File: config.mk
export PLATFORM = sky130hd
export DESIGN_NAME = bp_line_decoder
export DESIGN_NICKNAME = d
export VERILOG_FILES = /design/src/rtl/bp_line_pkg.sv /design/src/rtl/bp_rail_class.sv /design/src/rtl/bp_sub_detect.sv /design/src/rtl/bp_zero_run.sv /design/src/rtl/bp_nrz_pipe.sv /design/src/rtl/bp_line_decoder.sv
export SDC_FILE = /design/constraint.sdc
export NUM_CORES = 1
export LEC_CHECK = 0
export ABC_AREA = 1
export BUFFER_PORTS_ARGS = -buffer_cell sky130_fd_sc_hd__buf_2
export CAP_MARGIN = 25
export CORE_MARGIN = 1
export CORE_UTILIZATION = 30
export CTS_BUF_LIST = sky130_fd_sc_hd__clkbuf_8
export DETAILED_ROUTE_END_ITERATION = 8
export PLACE_DENSITY_LB_ADDON = 0.2
export SLEW_MARGIN = 30
export SYNTH_ARGS = -nofsm -noshare
export SYNTH_HDL_FRONTEND = slang
export SYNTH_SLANG_ARGS = --single-unit
File: constraint.sdc
create_clock -name clk -period 2 [get_ports clk]
set_input_delay 0.3 -clock clk [delete_from_list [all_inputs] [get_ports clk]]
set_output_delay 0.3 -clock clk [all_outputs]
set_load 0.03 [all_outputs]
File: src/rtl/bp_line_pkg.sv
package bp_line_pkg;

  // Symbol seen on the two rails in one bit period: {neg, pos}
  typedef enum logic [1:0] {
    SYM_ZERO = 2'b00,
    SYM_POS  = 2'b01,
    SYM_NEG  = 2'b10,
    SYM_BOTH = 2'b11
  } sym_t;

  // Number of symbols covered by one substitution code
  localparam int B3ZS_LEN = 3;
  localparam int HDB3_LEN = 4;

  // Longest code, sets delay and history depth
  localparam int MAX_SUB_LEN = (HDB3_LEN > B3ZS_LEN) ? HDB3_LEN : B3ZS_LEN;

endpackage

File: src/rtl/bp_rail_class.sv
module bp_rail_class
  import bp_line_pkg::*;
(
  input  logic pos_i,
  input  logic neg_i,
  output sym_t sym_o
);

  always_comb begin
    unique case ({neg_i, pos_i})
      2'b00:   sym_o = SYM_ZERO;
      2'b01:   sym_o = SYM_POS;
      2'b10:   sym_o = SYM_NEG;
      default: sym_o = SYM_BOTH;
    endcase
  end

endmodule

File: src/rtl/bp_sub_detect.sv
module bp_sub_detect
  import bp_line_pkg::*;
#(
  parameter int HIST = MAX_SUB_LEN - 1
)(
  input  logic            clk,
  input  logic            rst_n,
  input  sym_t            sym_i,
  input  logic            hdb3_i,
  input  logic            dec_en_i,
  output logic            accept_o,
  output logic            lcv_o,
  output logic [HIST-1:0] clr_o
);

  // hist_q[0] is the previous symbol, hist_q[HIST-1] the oldest one kept
  sym_t hist_q [HIST];
  sym_t hist_d [HIST];

  logic pol_vld_q, pol_vld_d;   // a single-rail pulse has been seen
  logic pol_neg_q, pol_neg_d;   // polarity of that pulse
  logic v_vld_q,   v_vld_d;     // a substitution has been accepted
  logic v_neg_q,   v_neg_d;     // polarity of its violation

  logic single, cur_neg, viol, win_b3, win_hd, win_ok, alt_ok;
  int   sub_len;

  always_comb begin
    single  = (sym_i == SYM_POS) || (sym_i == SYM_NEG);
    cur_neg = (sym_i == SYM_NEG);
    viol    = single && pol_vld_q && (cur_neg == pol_neg_q);

    win_b3  = (hist_q[0] == SYM_ZERO) && (hist_q[1] != SYM_BOTH);
    win_hd  = (hist_q[0] == SYM_ZERO) && (hist_q[1] == SYM_ZERO) &&
              (hist_q[2] != SYM_BOTH);
    win_ok  = hdb3_i ? win_hd : win_b3;
    alt_ok  = !v_vld_q || (cur_neg != v_neg_q);

    accept_o = dec_en_i && viol && win_ok && alt_ok;
    lcv_o    = (sym_i == SYM_BOTH) || (viol && !accept_o);

    sub_len = hdb3_i ? HDB3_LEN : B3ZS_LEN;
    for (int i = 0; i < HIST; i++) begin
      clr_o[i] = accept_o && (i < sub_len - 1);
    end

    hist_d[0] = sym_i;
    for (int i = 1; i < HIST; i++) begin
      hist_d[i] = hist_q[i-1];
    end

    pol_vld_d = pol_vld_q | single;
    pol_neg_d = single ? cur_neg : pol_neg_q;
    v_vld_d   = v_vld_q | accept_o;
    v_neg_d   = accept_o ? cur_neg : v_neg_q;
  end

  always_ff @(posedge clk or negedge rst_n) begin
    if (!rst_n) begin
      for (int i = 0; i < HIST; i++) begin
        hist_q[i] <= SYM_ZERO;
      end
      pol_vld_q <= 1'b0;
      pol_neg_q <= 1'b0;
      v_vld_q   <= 1'b0;
      v_neg_q   <= 1'b0;
    end else begin
      for (int i = 0; i < HIST; i++) begin
        hist_q[i] <= hist_d[i];
      end
      pol_vld_q <= pol_vld_d;
      pol_neg_q <= pol_neg_d;
      v_vld_q   <= v_vld_d;
      v_neg_q   <= v_neg_d;
    end
  end

endmodule

File: src/rtl/bp_zero_run.sv
module bp_zero_run
  import bp_line_pkg::*;
#(
  parameter int MAXLEN = MAX_SUB_LEN
)(
  input  logic clk,
  input  logic rst_n,
  input  sym_t sym_i,
  input  logic hdb3_i,
  output logic exz_o
);

  localparam int RUN_W = $clog2(MAXLEN + 1);

  logic [RUN_W-1:0] run_q, run_d, thr;

  always_comb begin
    if (sym_i != SYM_ZERO) begin
      run_d = '0;
    end else if (run_q == RUN_W'(MAXLEN)) begin
      run_d = run_q;
    end else begin
      run_d = run_q + 1'b1;
    end
    thr   = hdb3_i ? RUN_W'(HDB3_LEN) : RUN_W'(B3ZS_LEN);
    exz_o = (sym_i == SYM_ZERO) && (run_d >= thr);
  end

  always_ff @(posedge clk or negedge rst_n) begin
    if (!rst_n) begin
      run_q <= '0;
    end else begin
      run_q <= run_d;
    end
  end

endmodule

File: src/rtl/bp_nrz_pipe.sv
module bp_nrz_pipe #(
  parameter int DEPTH = 4
)(
  input  logic             clk,
  input  logic             rst_n,
  input  logic             bit_i,
  input  logic [DEPTH-2:0] clr_i,
  output logic             data_o,
  output logic             valid_o
);

  logic [DEPTH-1:0] pipe_q, pipe_d;
  logic [DEPTH-1:0] vld_q,  vld_d;

  always_comb begin
    pipe_d[0] = bit_i;
    for (int i = 1; i < DEPTH; i++) begin
      pipe_d[i] = pipe_q[i-1] & ~clr_i[i-1];
    end
    vld_d = {vld_q[DEPTH-2:0], 1'b1};
  end

  always_ff @(posedge clk or negedge rst_n) begin
    if (!rst_n) begin
      pipe_q <= '0;
      vld_q  <= '0;
    end else begin
      pipe_q <= pipe_d;
      vld_q  <= vld_d;
    end
  end

  assign data_o  = pipe_q[DEPTH-1];
  assign valid_o = vld_q[DEPTH-1];

endmodule

File: src/rtl/bp_line_decoder.sv
module bp_line_decoder
  import bp_line_pkg::*;
#(
  parameter int PIPE_DEPTH = MAX_SUB_LEN
)(
  input  logic clk,
  input  logic rst_n,
  input  logic rx_pos,
  input  logic rx_neg,
  input  logic hdb3_mode,
  input  logic dec_en,
  output logic nrz_data,
  output logic nrz_valid,
  output logic lcv_pulse,
  output logic exz_pulse
);

  localparam int HIST = PIPE_DEPTH - 1;

  sym_t            sym;
  logic            sub_accept;
  logic            lcv_d, exz_d, dec_bit;
  logic [HIST-1:0] sub_clr;
  logic            lcv_q, exz_q;

  bp_rail_class u_class (
    .pos_i (rx_pos),
    .neg_i (rx_neg),
    .sym_o (sym)
  );

  bp_sub_detect #(.HIST(HIST)) u_detect (
    .clk      (clk),
    .rst_n    (rst_n),
    .sym_i    (sym),
    .hdb3_i   (hdb3_mode),
    .dec_en_i (dec_en),
    .accept_o (sub_accept),
    .lcv_o    (lcv_d),
    .clr_o    (sub_clr)
  );

  bp_zero_run #(.MAXLEN(MAX_SUB_LEN)) u_zrun (
    .clk    (clk),
    .rst_n  (rst_n),
    .sym_i  (sym),
    .hdb3_i (hdb3_mode),
    .exz_o  (exz_d)
  );

  assign dec_bit = (sym != SYM_ZERO) && !sub_accept;

  bp_nrz_pipe #(.DEPTH(PIPE_DEPTH)) u_pipe (
    .clk     (clk),
    .rst_n   (rst_n),
    .bit_i   (dec_bit),
    .clr_i   (sub_clr),
    .data_o  (nrz_data),
    .valid_o (nrz_valid)
  );

  always_ff @(posedge clk or negedge rst_n) begin
    if (!rst_n) begin
      lcv_q <= 1'b0;
      exz_q <= 1'b0;
    end else begin
      lcv_q <= lcv_d;
      exz_q <= exz_d;
    end
  end

  assign lcv_pulse = lcv_q;
  assign exz_pulse = exz_q;

endmodule

# After elaboration in Yosys (flattened, before gate mapping)
# Index checks and enable logic that the tools add are counted.
# op_classes
n_addsub,2
multipliers,0
div_mod_pow,0
magnitude_cmp,4
n_eq_ne,10
shift,0
n_mux,6
bitwise_logic,8
n_reduce_logical,24
# op_table
op,count
"< comparator 1 x 32 -> 1 bit, first input constant",1
"< comparator 2 x 32 -> 1 bit, first input constant",1
"< comparator 3 x 32 -> 1 bit, first input constant",1
"subtractor 32 x 2 -> 32 bit, second input constant",1
logical AND 1 bit,14
two-way mux 3 bit,4
logical NOT 2 bit,4
"equality test 2 bit, second input constant",3
case mux 2 bit (3 select lines),1
"equality test 2 x 1 -> 1 bit, second input constant",2
"!= test 2 bit, second input constant",2
"adder 3 x 1 -> 3 bit, second input constant",1
bitwise AND 1 bit,3
"equality test 3 bit, second input constant",1
>= comparator 3 bit,1
logical OR 1 bit,3
inverter 1 bit,3
logical NOT 1 bit,2
OR 1 bit,2
nonzero test 2 bit,1
equality test 1 bit,1
two-way mux 1 bit,1
!= test 1 bit,1
# word_totals
ff_bits,23
latch_bits,0
mem_bits_rw,0
romBits,0
in_bits,6
elab_cells,66
mem_count,0

# Logic depth before layout (Yosys ltp)
# Gate-level depths: netlist of run 1.
# depth
ltp_word,12
mapped_depth,13
mapped_depth_nobuf,13

# Hierarchy
# Synthesis of run 1 repeated with hierarchy kept, for this count alone.
# unflattened
cells_unflattened,106
area_unflattened_um2,1033.5
# by_module_without_submodules
module,n_inst,cells_per_inst,area_each_um2,seq_area_each_um2
bp_sub_detect,1,53,493.0,250.2
bp_zero_run,1,32,241.5,75.1
bp_nrz_pipe,1,15,234.0,200.2
bp_line_decoder,1,4,57.6,50.0
bp_rail_class,1,2,7.5,0.0

# Worst setup path before layout of run 1
# Ideal clock, no wire load.
# synth_timing
kind,flip-flop to flip-flop
start,register u_zrun.run_q[0]
end,"register exz_q, in the netlist exz_pulse"
arrival_ps,1608
slack_ps,272
path_stages_with_launch,14
path_buffers,0
period_less_slack_ps,1728
cell_sequence,dfrtp_1 > inv_1 > ha_1 > nand2_1 > nor2_1 > nor3_1 > inv_1 > ha_1 > inv_1 > nand2_1 > a21oi_1 > nor2_1 > o21ai_0 > inv_1
# synth_between
elab_chain_cells,5
word_cells_on_any_way,6
classes_between,1 x add/sub; 1 x order compare; 1 x eq/ne; 2 x mux; 1 x reduce/logical
# synth_lines
element,line,source
from (decl),bp_zero_run.sv:15,"logic [RUN_W-1:0] run_q, run_d, thr;"
from (signal assigned),bp_zero_run.sv:33,run_q <= run_d;
adder 3 x 1 -> 3 bit / equality test 3 bit (equally long branches),"bp_zero_run.sv:23, bp_zero_run.sv:20",
two-way mux 3 bit *,bp_zero_run.sv:20,end else if (run_q == RUN_W'(MAXLEN)) begin
two-way mux 3 bit *,bp_zero_run.sv:18,if (sym_i != SYM_ZERO) begin
net u_zrun.run_d[0],bp_zero_run.sv:15,
>= comparator 3 bit *,bp_zero_run.sv:26,exz_o = (sym_i == SYM_ZERO) && (run_d >= thr);
logical AND 1 bit *,bp_zero_run.sv:26,
net exz_d,bp_line_decoder.sv:22,"logic lcv_d, exz_d, dec_bit;"
to (signal assigned),bp_line_decoder.sv:68,exz_q <= exz_d;
to (decl),bp_line_decoder.sv:24,"logic lcv_q, exz_q;"
# The timed path passes the listed nets; every way through them passes the cells marked *.
# A chain may end at the register's enable or synchronous reset.

# Worst setup path after layout of run 1
# Same ends and word-level chain as after synthesis.

==> key figures, run 1 <==
Outcome
  • Status: finished clean

Floorplanning
  • Initial Util: between 30% and 40%
  • Die Area: 3589 um2
  • I/O pin cnt: 10
  • Core Area: approximately 3100 um2
  • Site Rows: 20
  • Die Wd: 59.91 um
  • Die height: 59.91 um

Pwr
  • VDD IR max: approximately 0.3 mV
  • Flop pwr share: between 50 and 60%
  • Leakage: 0.0006397 uW
  • P_int: between 600 and 700 uW
  • Clock power share: 30.8%
  • Gate power share: 12.6%
  • PD cells: 751.3 nW/um2
  • Sw Share: 24.73%
  • NetSw: 220.1 uW

Clock tree
  • CTS max path bufs: 2
  • CTS buffer count: 3
  • Clk sinks: 23
  • Reg clk slew, reported paths: 0.08 ns
  • Root Buffer: clkbuf_8
  • TritonCTS clock tree: built
  • Worst-skew pair later-pin latency: approximately 0.26 ns
  • H-tree Lvls: 1

Synthesis
  • Syn nets: 115
  • Syn Std Cell Area: 1006 um2
  • Mapped Cells: 100
  • Syn. warnings: 0
  • FF+latch count, synth: 23
  • Register area share after synthesis: 57.21%
  • Netlist cell types: 17
  • Synth Area per Inst: 10.06 um2

Routing
  • Routed WL: 1454 um
  • Via count: 601
  • Initial DRT Pass Iterations: 4
  • DRT antenna net count: 0
  • # DRC: 0
  • Drt via density: 3.756
  • Final routed wire length divided by cell count: 9.088 um
  • DRT iter0 DRCs: 9

Cells and area
  • Ant diodes: 0
  • Layout cells sized above 1: 26.72%
  • Fin nets: 132
  • Area growth, synth to finish: 17.79%
  • Most frequent cells in the layout: inv_1, dfrtp_1, nand2_1
  • Register area: around 580 um2
  • Multi-input logic area: 351.6 um2
  • Fill count: 319

STA
  • Pins Over Slew Limit: 0
  • Fin. Hold Viols: 0
  • Min Tclk post-route: 1.804 ns
  • Worst Max-Slew Pin Slew: 0.5042 ns
  • Relative slew slack: 66.39%
  • RSZ-0062 raised after global routing: no
  • Final setup TNS: 0 ns
  • Fmax: 554.4 MHz
  • # setup viols final: 0
  • Skew final: approximately 0.0063 ns
  • Fin Hold WS: 0.003745 ns
  • Fin crit share: 90.19%

Worst hold path
  • Hold Path Class: primary input to asynchronous set/reset pin

Critical path
  • Critical path peak fanout: 3
  • Worst EP required: 2.15 ns
  • Critical Path Source Type: flop
  • Setup CP Type: flop to flop
  • R2R cell count: 13
  • CP arrival: 1.95 ns
  • Endpoint kind of the worst setup timing path: flop

Job
  • Maxcap violations: 0

Placed design
  • Gpl congestion: 0.6950
  • I/O Buffers: 9
  • Dpl hpwl: 1066 um

GRT
  • Largest net degree at the start of global routing: 24
  • Busiest grt layer: met2
  • Overall Global Routing Usage: 10.51%
  • Initial antenna violation count: 0
  • Gr ovfl total: 0
  • Grt met1 use: 12.30%
  • Vias in the first global route: 640
  • Met2 global-route usage: 17.46%
  • GR Util met3: under 10%
  • First-pass GRT wire length: between 2000 and 3000 um
[cell type report]
type	count	share of cell area, %
sequential	23	48.57
tap	44	4.646
timing repair buffer	12	5.702
clock inverter	1	0.3168
clock buffer	3	3.485
multi-input combinational	53	29.67
inverter	24	7.603
[worst paths after layout]
check	start	to	slack [ns]
hold reg to reg	u_pipe.vld_q[0]	u_pipe.vld_q[1]	0.35
max in group asynchronous	rst_n	u_detect.v_vld_q	1.65
min in group clk	u_pipe.vld_q[0]	u_pipe.vld_q[1]	0.35
setup / recovery	u_zrun.run_q[0]	exz_pulse	0.20
hold / removal	rst_n	u_detect.hist_d[0]	0.004
setup reg to reg	u_zrun.run_q[0]	exz_pulse	0.20
[cell usage after synthesis]
cell / instances / area share (%)
nand2_1: 17 / 6.3
or2_2: 2 / 1.2
o21ai_0: 3 / 1.5
nor3_1: 2 / 1.0
nor2_2: 5 / 3.1
dfrtp_1: 23 / 57
nor2_1: 3 / 1.1
nand2_2: 2 / 1.2
inv_2: 2 / 0.75
nand3_4: 1 / 1.7
a21oi_1: 4 / 2.0
ha_1: 9 / 11
nor2_4: 1 / 1.1
inv_1: 22 / 8.2
nand3_1: 2 / 1.0
conb_1: 1 / 0.37
xnor2_1: 1 / 0.87
[logic make-up after synthesis]
logic type      after synthesis  synth area share [%]
compound gates                7                 3.482
xor+xnor                      1                0.8708
fa+ha+maj                     9                 11.19
buf+inv                      24                 8.956
flops                        23                 57.21
other cells                   1                0.3728
simple gates                 35                 17.91
[sequential cells by signal (all words and copies together), names as in the netlist]
signal              count
u_zrun.run_q            3
lcv_pulse               1
u_detect.pol_neg_q      1
u_detect.v_vld_q        1
u_detect.hist_d         4
u_pipe.vld_q            4
u_pipe.pipe_q           4
u_detect.hist_q         2
u_detect.pol_vld_q      1
exz_pulse               1
u_detect.v_neg_q        1
[repair_timing]
action                     4_1_cts  5_1_grt
hold buffers                     0        0
resized for setup                0        4
setup endpoints to repair        0        1
setup buffers                    0        2
[power by group through the flow]
| stage | Combinational [uW] | Clock, uW | Sequential (uW) |
|---|---|---|---|
| final | 113 | 274 | 504 |
| after global routing | 131 | 304 | 508 |
| after floorplan | 62.7 | 0 | 524 |
| after global placement | 109 | 0 | 512 |
| after detailed placement | 110 | 0 | 513 |
| after CTS | 111 | 288 | 504 |
[stage by stage]
stage / cell area, um2 / power (uW) / util [%] / cells / worst slack, ns
floorplan: 1006 / 586.6 / - / 100 / 0.2725
global placement: 1114 / 620.7 / 35.60 / 154 / 0.1726
detailed placement: 1114 / 623.4 / 35.60 / 154 / 0.1323
CTS: 1159 / 902.7 / 37.04 / 158 / 0.1123
global route: 1185 / 943.4 / 37.88 / 160 / 0.01360
finish: 1185 / 890.3 / 37.88 / 160 / 0.1963
[worst max-delay path, stage by stage, from the launching register on]
cell and delay, ns:
dfrtp_1 0.37, inv_1 0.07, ha_2 0.19, nand2_1 0.08, nor2_1 0.05, nor3_2 0.21
inv_1 0.06, ha_1 0.27, inv_1 0.05, nand2_1 0.05, a21oi_2 0.10, nor2_1 0.04
o21ai_1 0.10, inv_1 0.05
[layer usage]
layer  share of wire, %  wire [um]  vias to the layer above
met5                  0          0                        -
met4                1.3         19                        0
met3                2.5         37                        2
met2                 50        734                        6
met1                 46        662                      270
li1                   -          -                      323
No activity file was read; power rests on OpenSTA's default activity.
==> inputs of run 2 (changes only) <==
--- a/config.mk
+++ b/config.mk
@@ -5,14 +5,13 @@
 export SDC_FILE = /design/constraint.sdc
 export NUM_CORES = 1
 export LEC_CHECK = 0
-export ABC_AREA = 1
 export BUFFER_PORTS_ARGS = -buffer_cell sky130_fd_sc_hd__buf_2
 export CAP_MARGIN = 25
 export CORE_MARGIN = 1
 export CORE_UTILIZATION = 30
 export CTS_BUF_LIST = sky130_fd_sc_hd__clkbuf_8
 export DETAILED_ROUTE_END_ITERATION = 8
-export PLACE_DENSITY_LB_ADDON = 0.2
+export PLACE_DENSITY = 0.55
 export SLEW_MARGIN = 30
 export SYNTH_ARGS = -nofsm -noshare
 export SYNTH_HDL_FRONTEND = slang
==> key figures, run 2 <==
STA
  • Final setup TNS: 0 ns (unchanged)
  • # setup viols final: 0 (unchanged)
  • Pins Over Slew Limit: 0 (unchanged)
  • Skew final: 0.0007316 ns (-0.005611 ns)
  • Fin crit share: 90.80% (+0.61 points)
  • Fin. Hold Viols: 5 (+5)
  • Fmax: 550.7 MHz (-0.67%)
  • RSZ-0062 raised after global routing: no
  • Fin Hold WS: -0.002334 ns (-0.006080 ns)
  • Min Tclk post-route: 1.816 ns (+0.01224 ns)

Pwr
  • VDD IR max: 0.4432 mV (+51%)
  • Leakage: 0.0005302 uW (-17%)
  • Gate power share: 15.3% (+2.7 points)
  • Sw Share: 24.27% (-0.46 points)
  • PD cells: 846.2 nW/um2 (+13%)
  • NetSw: 227.4 uW (+3.3%)
  • P_int: 709.6 uW (+5.9%)
  • Flop pwr share: 56.1% (-0.5 points)
  • Clock power share: 28.7% (-2.1 points)

Synthesis
  • Synth top cells by count: dfrtp_1, ha_1, inv_1
  • Syn Std Cell Area: 962.2 um2 (-4.4%)
  • Netlist cell types: 27 (+10)
  • Top post-synthesis cells by area: dfrtp_1, ha_1, o2111ai_4
  • EDFF count, synth: 0 (unchanged)
  • Dominant cell type by area after synthesis: dfrtp_1
  • Yosys top cell area share: 59.82% (+2.6 points)
  • Synth Area per Inst: 13.36 um2 (+33%)
  • Syn nets: 87 (-24%)
  • FF+latch count, synth: 23 (unchanged)
  • Mapped Cells: 72 (-28%)
  • Syn. warnings: 0 (unchanged)
  • Synth async-reset ratio: 100.0% (unchanged)
  • Top FF cell, synth: dfrtp_1
  • Count leader, synth: dfrtp_1
  • Register area share after synthesis: 59.82% (+2.6 points)

Critical path
  • R2r setup slk: 0.18 ns (about the same)
  • Worst EP required: 2.15 ns (about the same)
  • CP startpoint: u_zrun.run_q[0]
  • Crit path to: exz_pulse
  • Endpoint kind of the worst setup timing path: flop
  • Critical path peak fanout: 2 (-1)
  • Critical Path Source Type: flop
  • Reg2Reg Launch Point: u_zrun.run_q[0]
  • RR Endpoint: exz_pulse
  • Setup CP Type: flop to flop
  • R2R cell count: 10 (-3)
  • CP arrival: 1.97 ns (+0.02 ns)

Cells and area
  • Most frequent cells in the layout: dfrtp_1, ha_1, buf_2
  • Area growth, synth to finish: 15.08%
  • Layout cells sized above 1: 28.24% (+1.5 points)
  • Fin nets: 101 (-23%)
  • Final core utilization: 36.27% (-1.6 points)
  • Fill count: 316 (-0.94%)
  • Ant diodes: 0 (unchanged)
  • Commonest non-fill, non-tap cell in the layout: dfrtp_1

Outcome
  • Failing checks: hold timing
  • Status: finished, violations left

GRT
  • First-pass GRT wire length: 2283 um (-15%)
  • Largest net degree at the start of global routing: 24 (unchanged)
  • Gr ovfl total: 0 (unchanged)
  • Vias in the first global route: 499 (-22%)
  • Overall Global Routing Usage: 9.151% (-1.4 points)
  • Initial antenna violation count: 0 (unchanged)

Clock tree
  • Postcts setup bufs: 0 (unchanged)
  • CTS buffer count: 3 (unchanged)
  • Reg clk slew, reported paths: 0.07 ns (about the same)
  • Clk sinks: 23 (unchanged)
  • Root Buffer: clkbuf_8
  • CTS max path bufs: 2 (unchanged)
  • H-tree Lvls: 1 (unchanged)
  • TritonCTS clock tree: built
  • Worst-skew pair later-pin latency: 0.25 ns (about the same)

Floorplanning
  • Core Area: 3053 um2 (-2.4%)
  • Site Rows: 20 (unchanged)
  • Die Wd: 58.63 um (-2.1%)
  • Die Area: 3437 um2 (-4.2%)
  • Die height: 58.63 um (-2.1%)
  • I/O pin cnt: 10 (unchanged)
  • Initial Util: 31.52% (-0.64 points)

Routing
  • DRT antenna net count: 0 (unchanged)
  • Drt via density: 3.953 (+5.3%)
  • # DRC: 0 (unchanged)
  • DRT iter0 DRCs: 2 (-7)
  • Routed WL: 1253 um (-14%)
  • Via count: 510 (-15%)
  • Initial DRT Pass Iterations: 4 (unchanged)
  • Final routed wire length divided by cell count: 9.713 um (+6.9%)

Placed design
  • Gpl congestion: 0.7135 (+2.7%)
  • I/O Buffers: 9 (unchanged)
  • Dpl hpwl: 964.2 um (-9.5%)

Worst hold path
  • Hold Path Class: primary input to asynchronous set/reset pin

Job
  • Maxcap violations: 0 (unchanged)
[run 2: cell types whose count changed in the layout (fill, tap and decap cells not counted), moves of 2 or more]
| cell | change |
|---|---|
| nor2_2 | -4 |
| nand2_2 | -2 |
| nand2_1 | -15 |
| nor2b_1 | +3 |
| buf_4 | -3 |
| xnor2_1 | +2 |
| nand3_1 | -2 |
| inv_1 | -17 |
[run 2: cell families after synthesis]
group / after synthesis / share of synthesized area [%]
AOI/OAI and AO/OA: 9 / 7.803
xor gates and xnor gates: 3 / 2.731
adders and majority gates: 9 / 11.70
buffers and inverters: 7 / 2.730
DFF: 23 / 59.82
muxes: 2 / 2.730
other: 1 / 0.3897
and+or+nand+nor: 18 / 12.10
[run 2: per-stage QoR]
step	setup slack [ns]	hold WS (ns)	instance area (um2)	power (uW)	std cells
2_1_floorplan	0.3090	0.004409	962.2	639.8	72
3_3_place_gp	0.2520	0.2984	1062	676.9	125
3_5_place_dp	0.1865	0.2991	1062	680.0	125
4_1_cts	0.1674	0.01825	1107	957.5	129
5_1_grt	0.003705	0.03636	1107	997.5	129
6_report	0.1840	-0.002334	1107	937.0	129
[run 2: critical path, cell delays in order, from the launching register on]
cell,delay (ns)
dfrtp_1,0.40
inv_2,0.07
ha_1,0.16
nand2_1,0.06
xnor2_1,0.15
nand2_1,0.09
ha_1,0.27
nand2b_1,0.14
a21o_1,0.17
a21oi_1,0.13
nor2b_1,0.06
[run 2: worst min-delay path by stage]
stage / startpoint / end / slack, ns
3_3_place_gp: rst_n / exz_pulse / 0.30
3_5_place_dp: rst_n / exz_pulse / 0.30
6_report: rst_n / exz_pulse / -0.002
5_1_grt: rst_n / u_pipe.vld_q[3] / 0.04
4_1_cts: rst_n / exz_pulse / 0.02
2_1_floorplan: rst_n / exz_pulse / 0.004
[run 2: power groups by stage]
| stage | logic [uW] | registers [uW] | clock network [uW] |
|---|---|---|---|
| global placement | 144 | 533 | 0 |
| global route | 161 | 531 | 305 |
| CTS | 146 | 526 | 286 |
| detailed placement | 145 | 535 | 0 |
| finish | 143 | 525 | 269 |
| floorplan | 94.5 | 545 | 0 |
[run 2: repair_timing]
action                                  in CTS  in global routing
resized for setup                            0                  1
endpoints found under the setup margin       0                  1
hold buffers                                 0                  0
[run 2: metal layers]
layer | vias to the layer above | routed length [um] | share of wire [%] | GRT usage, %
li1 | 257 | - | - | -
met4 | 0 | 13 | 1.0 | 3.061
met5 | - | 0 | 0 | 0
met3 | 2 | 73 | 5.8 | 3.956
met1 | 237 | 579 | 46 | 11.55
met2 | 14 | 586 | 47 | 14.12
[run 2: area by class of cell]
| type | instances | area, um2 | area share (%) |
|---|---|---|---|
| sequential | 23 | 575.6 | 51.98 |
| multi-input combinational | 42 | 360.3 | 32.54 |
| tap | 44 | 55.05 | 4.972 |
| timing repair buffer | 9 | 45.04 | 4.068 |
| clock buffer | 3 | 41.29 | 3.729 |
| inverter | 7 | 26.28 | 2.373 |
| clock inverter | 1 | 3.754 | 0.3390 |
